--- src/rtl/tmr_pkg.sv ---
package tmr_pkg;
  localparam int CTL_W     = 32;
  localparam int EN_BIT    = 30;
  localparam int IE_BIT    = 29;
  localparam int PER_BIT   = 27;
  localparam int CRST_BIT  = 26;
  localparam int ACT_BIT   = 25;
  localparam int PSC_LSB   = 0;
  localparam int PSC_W     = 8;
  localparam logic [CTL_W-1:0] RSVD_MASK = 32'h01FF_FF00;
  localparam logic [CTL_W-1:0] CTL_RST   = 32'h0000_0005;
endpackage

--- src/rtl/tmr_ctl_filter.sv ---
module tmr_ctl_filter
  import tmr_pkg::*;
(
  input  logic [CTL_W-1:0] wdata_i,
  output logic [CTL_W-1:0] word_o,
  output logic             crst_o,
  output logic             en_o
);
  logic [CTL_W-1:0] masked;

  always_comb begin
    masked = wdata_i & ~RSVD_MASK;
    masked[ACT_BIT] = 1'b0;
    crst_o = masked[CRST_BIT];
    // counter reset wins over enable in the same write
    if (masked[CRST_BIT]) masked[EN_BIT] = 1'b0;
    masked[CRST_BIT] = 1'b0;
    en_o   = masked[EN_BIT];
    word_o = masked;
  end
endmodule

--- src/rtl/tmr_prescaler.sv ---
module tmr_prescaler #(
  parameter int DIV_W = 8
) (
  input  logic             clk,
  input  logic             rst,
  input  logic             run_i,
  input  logic             tick_i,
  input  logic             restart_i,
  input  logic [DIV_W-1:0] div_i,
  output logic             strobe_o
);
  logic [DIV_W-1:0] pcnt;
  logic             wrap;

  assign wrap     = (pcnt >= div_i);
  assign strobe_o = run_i & tick_i & wrap & ~restart_i;

  always_ff @(posedge clk) begin
    if (rst || restart_i) begin
      pcnt <= '0;
    end else if (run_i && tick_i) begin
      pcnt <= wrap ? '0 : pcnt + 1'b1;
    end
  end
endmodule

--- src/rtl/tmr_counter.sv ---
module tmr_counter #(
  parameter int CNT_W = 32
) (
  input  logic             clk,
  input  logic             rst,
  input  logic             run_i,
  input  logic             strobe_i,
  input  logic             hold_i,
  input  logic             load_i,
  input  logic [CNT_W-1:0] load_val_i,
  input  logic [CNT_W-1:0] reload_val_i,
  input  logic             periodic_i,
  output logic [CNT_W-1:0] count_o,
  output logic             zero_o,
  output logic             expire_o
);
  localparam logic [CNT_W-1:0] ONE = CNT_W'(1);

  logic step;

  assign step   = run_i & strobe_i & ~hold_i;
  assign zero_o = step & (count_o <= ONE);

  always_ff @(posedge clk) begin
    if (rst) begin
      count_o  <= '0;
      expire_o <= 1'b0;
    end else begin
      expire_o <= zero_o;
      if (load_i) begin
        count_o <= load_val_i;
      end else if (zero_o) begin
        count_o <= periodic_i ? reload_val_i : '0;
      end else if (step) begin
        count_o <= count_o - ONE;
      end
    end
  end

  AST_FROZEN_HOLD: assert property (@(posedge clk) disable iff (rst)
    (!run_i && !load_i) |=> (count_o == $past(count_o)));

  AST_STEP_BY_ONE: assert property (@(posedge clk) disable iff (rst)
    (step && !load_i && count_o > ONE) |=> (count_o == $past(count_o) - ONE));
endmodule

--- src/rtl/tmr_channel.sv ---
module tmr_channel
  import tmr_pkg::*;
#(
  parameter int CNT_W = 32
) (
  input  logic             clk,
  input  logic             rst,
  input  logic             tick_i,
  input  logic             ctl_we,
  input  logic [CTL_W-1:0] ctl_wdata,
  input  logic             init_we,
  input  logic [CNT_W-1:0] init_wdata,
  output logic [CTL_W-1:0] ctl_q,
  output logic [CNT_W-1:0] init_q,
  output logic [CNT_W-1:0] count_q,
  output logic             expire_o
);
  logic [CTL_W-1:0] wr_word;
  logic             wr_crst;
  logic             wr_en;
  logic             act_next;
  logic             load;
  logic [CNT_W-1:0] load_val;
  logic             restart;
  logic             psc_change;
  logic             en_rise;
  logic             strobe;
  logic             zero_evt;

  tmr_ctl_filter u_filter (
    .wdata_i (ctl_wdata),
    .word_o  (wr_word),
    .crst_o  (wr_crst),
    .en_o    (wr_en)
  );

  assign act_next   = (wr_en != ctl_q[EN_BIT]) ? wr_en : ctl_q[ACT_BIT];
  assign load       = init_we | (ctl_we & wr_crst);
  assign load_val   = init_we ? init_wdata : init_q;
  assign psc_change = ctl_we &
                      (wr_word[PSC_LSB +: PSC_W] != ctl_q[PSC_LSB +: PSC_W]);
  assign en_rise    = ctl_we & wr_en & ~ctl_q[EN_BIT];
  assign restart    = load | psc_change | en_rise;

  always_ff @(posedge clk) begin
    if (rst) begin
      ctl_q <= CTL_RST;
    end else if (ctl_we) begin
      ctl_q          <= wr_word;
      ctl_q[ACT_BIT] <= act_next;
    end else if (zero_evt && !ctl_q[PER_BIT]) begin
      ctl_q[EN_BIT]  <= 1'b0;
      ctl_q[ACT_BIT] <= 1'b0;
    end
  end

  always_ff @(posedge clk) begin
    if (rst) begin
      init_q <= '0;
    end else if (init_we) begin
      init_q <= init_wdata;
    end
  end

  tmr_prescaler #(.DIV_W(PSC_W)) u_psc (
    .clk       (clk),
    .rst       (rst),
    .run_i     (ctl_q[EN_BIT]),
    .tick_i    (tick_i),
    .restart_i (restart),
    .div_i     (ctl_q[PSC_LSB +: PSC_W]),
    .strobe_o  (strobe)
  );

  tmr_counter #(.CNT_W(CNT_W)) u_cnt (
    .clk          (clk),
    .rst          (rst),
    .run_i        (ctl_q[EN_BIT]),
    .strobe_i     (strobe),
    .hold_i       (ctl_we | init_we),
    .load_i       (load),
    .load_val_i   (load_val),
    .reload_val_i (init_q),
    .periodic_i   (ctl_q[PER_BIT]),
    .count_o      (count_q),
    .zero_o       (zero_evt),
    .expire_o     (expire_o)
  );

  AST_CRST_READS_ZERO: assert property (@(posedge clk) disable iff (rst)
    !ctl_q[CRST_BIT]);

  AST_RSVD_CLEAR: assert property (@(posedge clk) disable iff (rst)
    (ctl_q & RSVD_MASK) == '0);

  AST_ACT_TRACKS_EN: assert property (@(posedge clk) disable iff (rst)
    ctl_q[ACT_BIT] == ctl_q[EN_BIT]);

  AST_ONESHOT_STOP: assert property (@(posedge clk) disable iff (rst)
    (zero_evt && !ctl_q[PER_BIT] && !ctl_we) |=> !ctl_q[EN_BIT]);
endmodule

--- config.mk ---
export PLATFORM = sky130hd
export DESIGN_NAME = tmr_channel
export DESIGN_NICKNAME = d
export VERILOG_FILES = /design/src/rtl/tmr_pkg.sv /design/src/rtl/tmr_ctl_filter.sv /design/src/rtl/tmr_prescaler.sv /design/src/rtl/tmr_counter.sv /design/src/rtl/tmr_channel.sv
export SDC_FILE = /design/constraint.sdc
export NUM_CORES = 1
export LEC_CHECK = 0
export BUFFER_PORTS_ARGS = -buffer_cell sky130_fd_sc_hd__buf_2
export CORE_UTILIZATION = 45
export CTS_BUF_LIST = sky130_fd_sc_hd__clkbuf_4 sky130_fd_sc_hd__clkbuf_8
export DETAILED_ROUTE_END_ITERATION = 8
export PLACE_DENSITY = 0.73
export SYNTH_ARGS = -nofsm -noshare
export SYNTH_HDL_FRONTEND = slang
export SYNTH_SLANG_ARGS = --single-unit
export TNS_END_PERCENT = 5
--- constraint.sdc ---
create_clock -name clk -period 3.4 [get_ports clk]
set_clock_uncertainty 0.05 [all_clocks]
set_input_delay 0.34 -clock clk [delete_from_list [all_inputs] [get_ports clk]]
set_output_delay 0.34 -clock clk [all_outputs]
set_load 0.005 [all_outputs]
==> results of run 1 <==
-- where the power goes --
| part | internal [uW] | leakage (uW) | total, uW | switching [uW] |
|---|---|---|---|---|
| clock | 416 | 0.000108 | 778 | 362 |
| sequential | 1070 | 0.000715 | 1140 | 64.5 |
| combinational | 222 | 0.00184 | 520 | 298 |
| total | 1710 | 0.00266 | 2440 | 724 |
-- registers in the layout, indices dropped and copies added, names as in the netlist --
| signal | flops |
|---|---|
| init_q | 32 |
| u_psc.pcnt | 8 |
| u_cnt.count_o | 32 |
| u_cnt.expire_o | 1 |
| ctl_q | 14 |
-- stage by stage --
step	instance area (sq um)	setup slack, ns	power (uW)
global route	5740	0.505	2570
detailed placement	5520	0.674	1680
global placement	5520	0.769	1660
finish	5740	0.673	2440
floorplan	4930	1.01	1520
CTS	5740	0.670	2460
-- synthesized netlist by cell type (5+ instances only) --
cell type / count
sky130_fd_sc_hd__inv_1: 15
sky130_fd_sc_hd__nand4_1: 9
sky130_fd_sc_hd__or4_1: 5
sky130_fd_sc_hd__o21ai_0: 13
sky130_fd_sc_hd__buf_4: 23
sky130_fd_sc_hd__nor2_1: 102
sky130_fd_sc_hd__buf_1: 5
sky130_fd_sc_hd__dfxtp_1: 87
sky130_fd_sc_hd__a31oi_1: 44
sky130_fd_sc_hd__xor2_1: 24
sky130_fd_sc_hd__a211o_1: 5
sky130_fd_sc_hd__xnor2_1: 8
sky130_fd_sc_hd__nor4_1: 6
sky130_fd_sc_hd__mux2i_1: 43
sky130_fd_sc_hd__nand3_1: 26
sky130_fd_sc_hd__and3_1: 12
sky130_fd_sc_hd__ha_1: 11
sky130_fd_sc_hd__or3_1: 6
sky130_fd_sc_hd__clkbuf_1: 33
sky130_fd_sc_hd__nor3_1: 13
sky130_fd_sc_hd__nand2_1: 19
sky130_fd_sc_hd__o22ai_1: 7
sky130_fd_sc_hd__a21oi_1: 40
-- final timing paths --
kind | startpoint | endpoint | slack [ns]
worst min-delay path | ctl_wdata[27] | ctl_q[27]$_SDFFE_PP0P_ | 0.16
worst max register to register | u_psc.pcnt[0]$_SDFFE_PP0P_ | u_cnt.count_o[27]$_SDFFE_PP0P_ | 0.67
worst max-delay path | u_psc.pcnt[0]$_SDFFE_PP0P_ | u_cnt.count_o[27]$_SDFFE_PP0P_ | 0.67
worst min register to register | ctl_q[28]$_SDFFE_PP0P_ | ctl_q[28]$_SDFFE_PP0P_ | 0.45
-- logic make-up (layout without fill, tap and decap cells) --
family,count (synthesis),after routing
compound gates,135,135
xor+xnor,32,32
fa+ha+maj,11,11
buf+inv,80,171
flops,87,87
mux,43,43
other cells,1,18
simple gates,214,214
-- cell usage in the layout, fill, tap and decap left out, types with 15 or more instances in the layout --
cell and count:
sky130_fd_sc_hd__a21oi_1 39, sky130_fd_sc_hd__xor2_1 24, sky130_fd_sc_hd__nand2_1 19, sky130_fd_sc_hd__dfxtp_1 87, sky130_fd_sc_hd__inv_1 15, sky130_fd_sc_hd__nor2_1 102
sky130_fd_sc_hd__a31oi_1 44, sky130_fd_sc_hd__mux2i_1 43, sky130_fd_sc_hd__nand3_1 26, sky130_fd_sc_hd__conb_1 18, sky130_fd_sc_hd__buf_2 129
-- critical path, cell delays in order, from the launching register on --
cell,delay [ns]
sky130_fd_sc_hd__dfxtp_1,0.43
sky130_fd_sc_hd__inv_1,0.07
sky130_fd_sc_hd__ha_1,0.26
sky130_fd_sc_hd__nand2b_1,0.14
sky130_fd_sc_hd__a2111o_1,0.41
sky130_fd_sc_hd__a21oi_1,0.30
sky130_fd_sc_hd__nor4_4,0.05
sky130_fd_sc_hd__buf_4,0.25
sky130_fd_sc_hd__nand2_1,0.43
sky130_fd_sc_hd__o32ai_1,0.17
-- area by class of cell --
type                       count  area (sq um)
sequential                    87          1740
inverter                      15          56.3
tap                          136           170
fill                        1017          4680
clock inverter                 2          37.5
timing repair buffer         141           736
clock buffer                  13           179
multi-input combinational    453          2820
-- routing by layer --
metal | GRT usage [%] | share of wire (%) | wire length (um) | vias up
li1 | - | - | - | 2330
met1 | 29.7 | 45 | 5830 | 2234
met2 | 41.5 | 49 | 6370 | 160
met3 | 3.80 | 5.2 | 682 | 15
met4 | 9.42 | 1.5 | 197 | 0
met5 | 0 | 0 | 0 | -
==> metrics.cfg, run 1 <==
[outcome]
outcome=finished clean

[setup_path]
critical_path_required_ns=3.56
crit_path_start_kind=flip-flop
path_class=reg -> reg
timing.critical_path.fanout_max=26
arrival_ns=2.89
worstRegToRegCells=9
timing.critical_path.to_type=flip-flop

[yosys]
synth_compound_gate_area_share_pct=17.1
yosysTopAreaCellShare_pct=35.8
synth_cell_types=50
synth_ff_type=sky130_fd_sc_hd__dfxtp_1
ys_async_sr_fraction_pct=0
postSynthCellCount=603
post_synth_and_or_nand_nor_area_fraction_pct=21.6
synth.yosys.seq_area_share_pct=35.8
synth_xor_xnor_area_share_pct=5.76
synth_area_sq_um=4870
synth_top_cell_by_area=sky130_fd_sc_hd__dfxtp_1
number_of_synthesized_flops_with_an_enable_pin=0
synth_top_family_by_area=simple AND/OR/NAND/NOR gates
yosys_synthesis_warning_count=0
synth.area.top_cells=sky130_fd_sc_hd__dfxtp_1, sky130_fd_sc_hd__mux2i_1, sky130_fd_sc_hd__nor2_1, sky130_fd_sc_hd__a31oi_1, sky130_fd_sc_hd__xor2_1
syn_avg_cell_area_sq_um=8.08
synthAdderAreaFrac_pct=2.83
synth.ff_latch_count=87
synth.area.mux_share_pct=8.84

[clock_tree]
cts_tree=done
worst_skew_pair.late_latency_ns=0.37
cts.hold.buffers_added=0
cts_max_path_buffers=2
tritoncts.num_buffers=9
clock_tree.htree_level_count=3
cts_num_sinks=87
post-cts-setup-buffers=0
clk_pin_slew_ns=0.08
clock_tree.root_cell=sky130_fd_sc_hd__clkbuf_8
cts_resized=0

[finish]
final_cells=847
final_layout_size_suffix_gt1_share_pct=23.1
nNetsFinal=787
finalCoreUtilization_pct=55.1
number_of_diodes=0
area_delta_synth_final_pct=17.9

[min_path]
min_delay_path_depth=3
min_path_type=in -> reg

[timing]
finalWorstPathRequiredPeriod_ns=2.73
drv_slew=0
tightestPinTransition_ns=0.821
fmax_mhz=367
timing.max_slew.rel_slack_pct=45.3
period_share_pct=80.2
setup_total_negative_slack_ns=0
worst_hold_slack_ns=0.158
hold_viol=0
setup_viol=0
grt_setup_unrepaired=no

[placed_design]
dp.final_hpwl_um=9220
port-buffer-count=129
numPlacedInstances=832
gp_routability_congestion=0.831

[floorplanning]
std_cell_rows=37
die_height_um=106
start_util_pct=46.8
floorplan.die.width_um=106
total_die_area_sq_um=11200
core_area_sq_um=10400
ios=166

[global_route]
globalRoute.totalOverflow=0
grt.total_usage_pct=24.0
grt_pass1_vias=4529
grt_antenna_before_repair=0
first_pass_grt_wire_length_um=21800
grt_start_max_net_pins=77

[detailed_routing]
drt-initial-drc-count=310
drcViolationCount=0
routedWlPerCell_um=15.4
post_drt_via_cell_ratio=5.60
route.vias.total=4739
first_pass_iters=5
remaining_antenna_violation_count=0
route.final.wire_length_um=13100

[power_and_ir_drop]
p_leak_uw=0.00266
vdd_drop_max_v=0.000176
power_density_nw_per_um2=424

[run]
timing.max_cap.violations=0

No activity file was read; power rests on OpenSTA's default activity.
==> inputs of run 2 (changes only) <==
==> constraint.sdc (replaced) <==
create_clock -name clk -period 2.8 [get_ports clk]
set_clock_uncertainty 0.05 [all_clocks]
set_input_delay 0.28 -clock clk [delete_from_list [all_inputs] [get_ports clk]]
set_output_delay 0.28 -clock clk [all_outputs]
set_load 0.005 [all_outputs]
==> metrics.cfg, run 2 (same netlist as run 1, synthesis figures left out) <==
[floorplanning]
ios=166  ; unchanged
start_util_pct=46.8  ; unchanged
std_cell_rows=37  ; unchanged
floorplan.die.width_um=106  ; unchanged
total_die_area_sq_um=11200  ; unchanged
die_height_um=106  ; unchanged
core_area_sq_um=10400  ; unchanged

[clock_tree]
tritoncts.num_buffers=9  ; unchanged
post-cts-setup-buffers=0  ; unchanged
cts_resized=0  ; unchanged
clock_tree.htree_level_count=3  ; unchanged
cts_num_sinks=87  ; unchanged
cts_tree=done  ; unchanged
clock_tree.root_cell=sky130_fd_sc_hd__clkbuf_8  ; unchanged
clk_pin_slew_ns=0.08  ; about the same
worst_skew_pair.late_latency_ns=0.36  ; was 0.37 ns
cts_max_path_buffers=2  ; unchanged
cts.hold.buffers_added=0  ; unchanged

[detailed_routing]
route.vias.total=4770  ; was 4739
post_drt_via_cell_ratio=5.59  ; was 5.60
routedWlPerCell_um=15.6  ; was 15.4 um
route.final.wire_length_um=13300  ; was 13100 um
drt-initial-drc-count=353  ; was 310
remaining_antenna_violation_count=0  ; unchanged
first_pass_iters=7  ; was 5
drcViolationCount=0  ; unchanged

[timing]
hold_viol=0  ; unchanged
setup_viol=0  ; unchanged
period_share_pct=90.2  ; was 80.2%
tightestPinTransition_ns=0.808  ; was 0.821 ns
drv_slew=0  ; unchanged
grt_setup_unrepaired=no  ; unchanged
finalWorstPathRequiredPeriod_ns=2.53  ; was 2.73 ns
fmax_mhz=396  ; was 367 MHz
timing.max_slew.rel_slack_pct=46.2  ; was 45.3%
setup_total_negative_slack_ns=0  ; unchanged

[global_route]
grt_pass1_vias=4541  ; was 4529
grt.total_usage_pct=23.8  ; was 24.0%
globalRoute.totalOverflow=0  ; unchanged
grt_antenna_before_repair=0  ; unchanged
grt_start_max_net_pins=77  ; unchanged
first_pass_grt_wire_length_um=21800  ; about the same

[run]
timing.max_cap.violations=0  ; unchanged

[finish]
most-common-layout-cells=sky130_fd_sc_hd__buf_2, sky130_fd_sc_hd__nor2_1, sky130_fd_sc_hd__dfxtp_1  ; unchanged
commonest_non_fill_non_tap_cell_in_the_layout=sky130_fd_sc_hd__buf_2  ; unchanged
finalCoreUtilization_pct=55.7  ; was 55.1%
layout_top_registers=init_q: 32 flops, u_cnt.count_o: 32 flops, ctl_q: 14 flops  ; unchanged
final_layout_size_suffix_gt1_share_pct=23.7  ; was 23.1%
area_delta_synth_final_pct=19.1  ; was 17.9%
nNetsFinal=793  ; was 787
number_of_diodes=0  ; unchanged

[placed_design]
port-buffer-count=129  ; unchanged
gp_routability_congestion=0.824  ; was 0.831
dp.final_hpwl_um=9390  ; was 9220 um

[min_path]
worst_hold_path.endpoint=ctl_q[29]$_SDFFE_PP0P_  ; was ctl_q[27]$_SDFFE_PP0P_
hp-start=ctl_wdata[29]  ; was ctl_wdata[27]
min_delay_path_depth=3  ; unchanged
min_path_type=in -> reg  ; unchanged

[setup_path]
setup_crit_start=u_cnt.count_o[2]$_SDFFE_PP0P_  ; was u_psc.pcnt[0]$_SDFFE_PP0P_
timing.critical_path.to_type=flip-flop  ; unchanged
arrival_ns=2.75  ; was 2.89 ns
regToRegStartpoint=u_cnt.count_o[2]$_SDFFE_PP0P_  ; was u_psc.pcnt[0]$_SDFFE_PP0P_
timing.critical_path.fanout_max=14  ; was 26
reg2reg_slack_ns=0.27  ; was 0.67 ns
path_class=reg -> reg  ; unchanged
r2r-end=u_cnt.count_o[23]$_SDFFE_PP0P_  ; was u_cnt.count_o[27]$_SDFFE_PP0P_
crit_path_start_kind=flip-flop  ; unchanged
worstRegToRegCells=6  ; was 9
critical_path_required_ns=3.02  ; was 3.56 ns

[power_and_ir_drop]
vdd_drop_max_v=0.000251  ; was 0.000176 V
internal-power_uw=2120  ; was 1710 uW
clockPowerShare_pct=32.8  ; was 31.9%
power_density_nw_per_um2=519  ; was 424 nW/um^2
power.total_uw=3010  ; was 2440 uW
p_leak_uw=0.00269  ; was 0.00266 uW
pwr-share-comb_pct=21.3  ; about the same
p_seq_share_pct=46.0  ; was 46.7%
swShare_pct=29.5  ; was 29.7%
net-switching-power_uw=889  ; was 724 uW

[outcome]
outcome=finished clean  ; unchanged

[run 2: changes by cell type in the layout (fill, tap and decap cells not counted)]
cell | previous run | this run
sky130_fd_sc_hd__buf_4 | 12 | 17
sky130_fd_sc_hd__clkbuf_8 | 13 | 10
sky130_fd_sc_hd__clkbuf_4 | 0 | 2
sky130_fd_sc_hd__buf_12 | 0 | 1
sky130_fd_sc_hd__bufinv_16 | 1 | 2
[run 2: critical path, stage by stage, from the launching register on]
cell	delay [ns]
sky130_fd_sc_hd__dfxtp_1	0.39
sky130_fd_sc_hd__or4_1	0.62
sky130_fd_sc_hd__nor4_4	0.41
sky130_fd_sc_hd__and2_4	0.31
sky130_fd_sc_hd__and3_1	0.37
sky130_fd_sc_hd__nand3_1	0.12
sky130_fd_sc_hd__a31oi_1	0.16
[run 2: how the worst max path moves through the flow]
stage                                          end  slack (ns)
floorplan           u_cnt.count_o[17]$_SDFFE_PP0P_        0.41
global placement    u_cnt.count_o[23]$_SDFFE_PP0P_        0.36
detailed placement          ctl_q[30]$_SDFFE_PP0P_        0.32
finish              u_cnt.count_o[23]$_SDFFE_PP0P_        0.27
global route        u_cnt.count_o[23]$_SDFFE_PP0P_        0.14
CTS                         ctl_q[30]$_SDFFE_PP0P_        0.30
[run 2: final cells by class]
class	count	area [sq um]
timing repair buffer	147	793
fill	994	4610
multi-input combinational	453	2820
clock inverter	3	67.6
inverter	15	56.3
sequential	87	1740
tap	136	170
clock buffer	12	153
[run 2: through the flow]
step	cells	hold WS, ns	setup slack [ns]	instance area (sq um)
after floorplan	620	0.358	0.406	4930
after detailed placement	838	0.432	0.316	5580
after global routing	853	0.121	0.137	5800
after CTS	853	0.108	0.296	5800
final	853	0.113	0.275	5800
after global placement	838	0.421	0.360	5580
[run 2: metal layers]
metal | vias to the layer above | track usage (%) | share of wire, %
met1 | 2223 | 31.0 | 45
li1 | 2347 | - | -
met5 | - | 0 | 0
met4 | 0 | 8.93 | 1.7
met3 | 21 | 3.07 | 5.0
met2 | 179 | 40.1 | 48
[run 2: power groups by stage]
stage | clock network (uW) | logic (uW) | registers (uW)
finish | 988 | 641 | 1390
global route | 1050 | 714 | 1400
CTS | 996 | 639 | 1380
detailed placement | 0 | 634 | 1410
global placement | 0 | 621 | 1410
floorplan | 0 | 442 | 1400
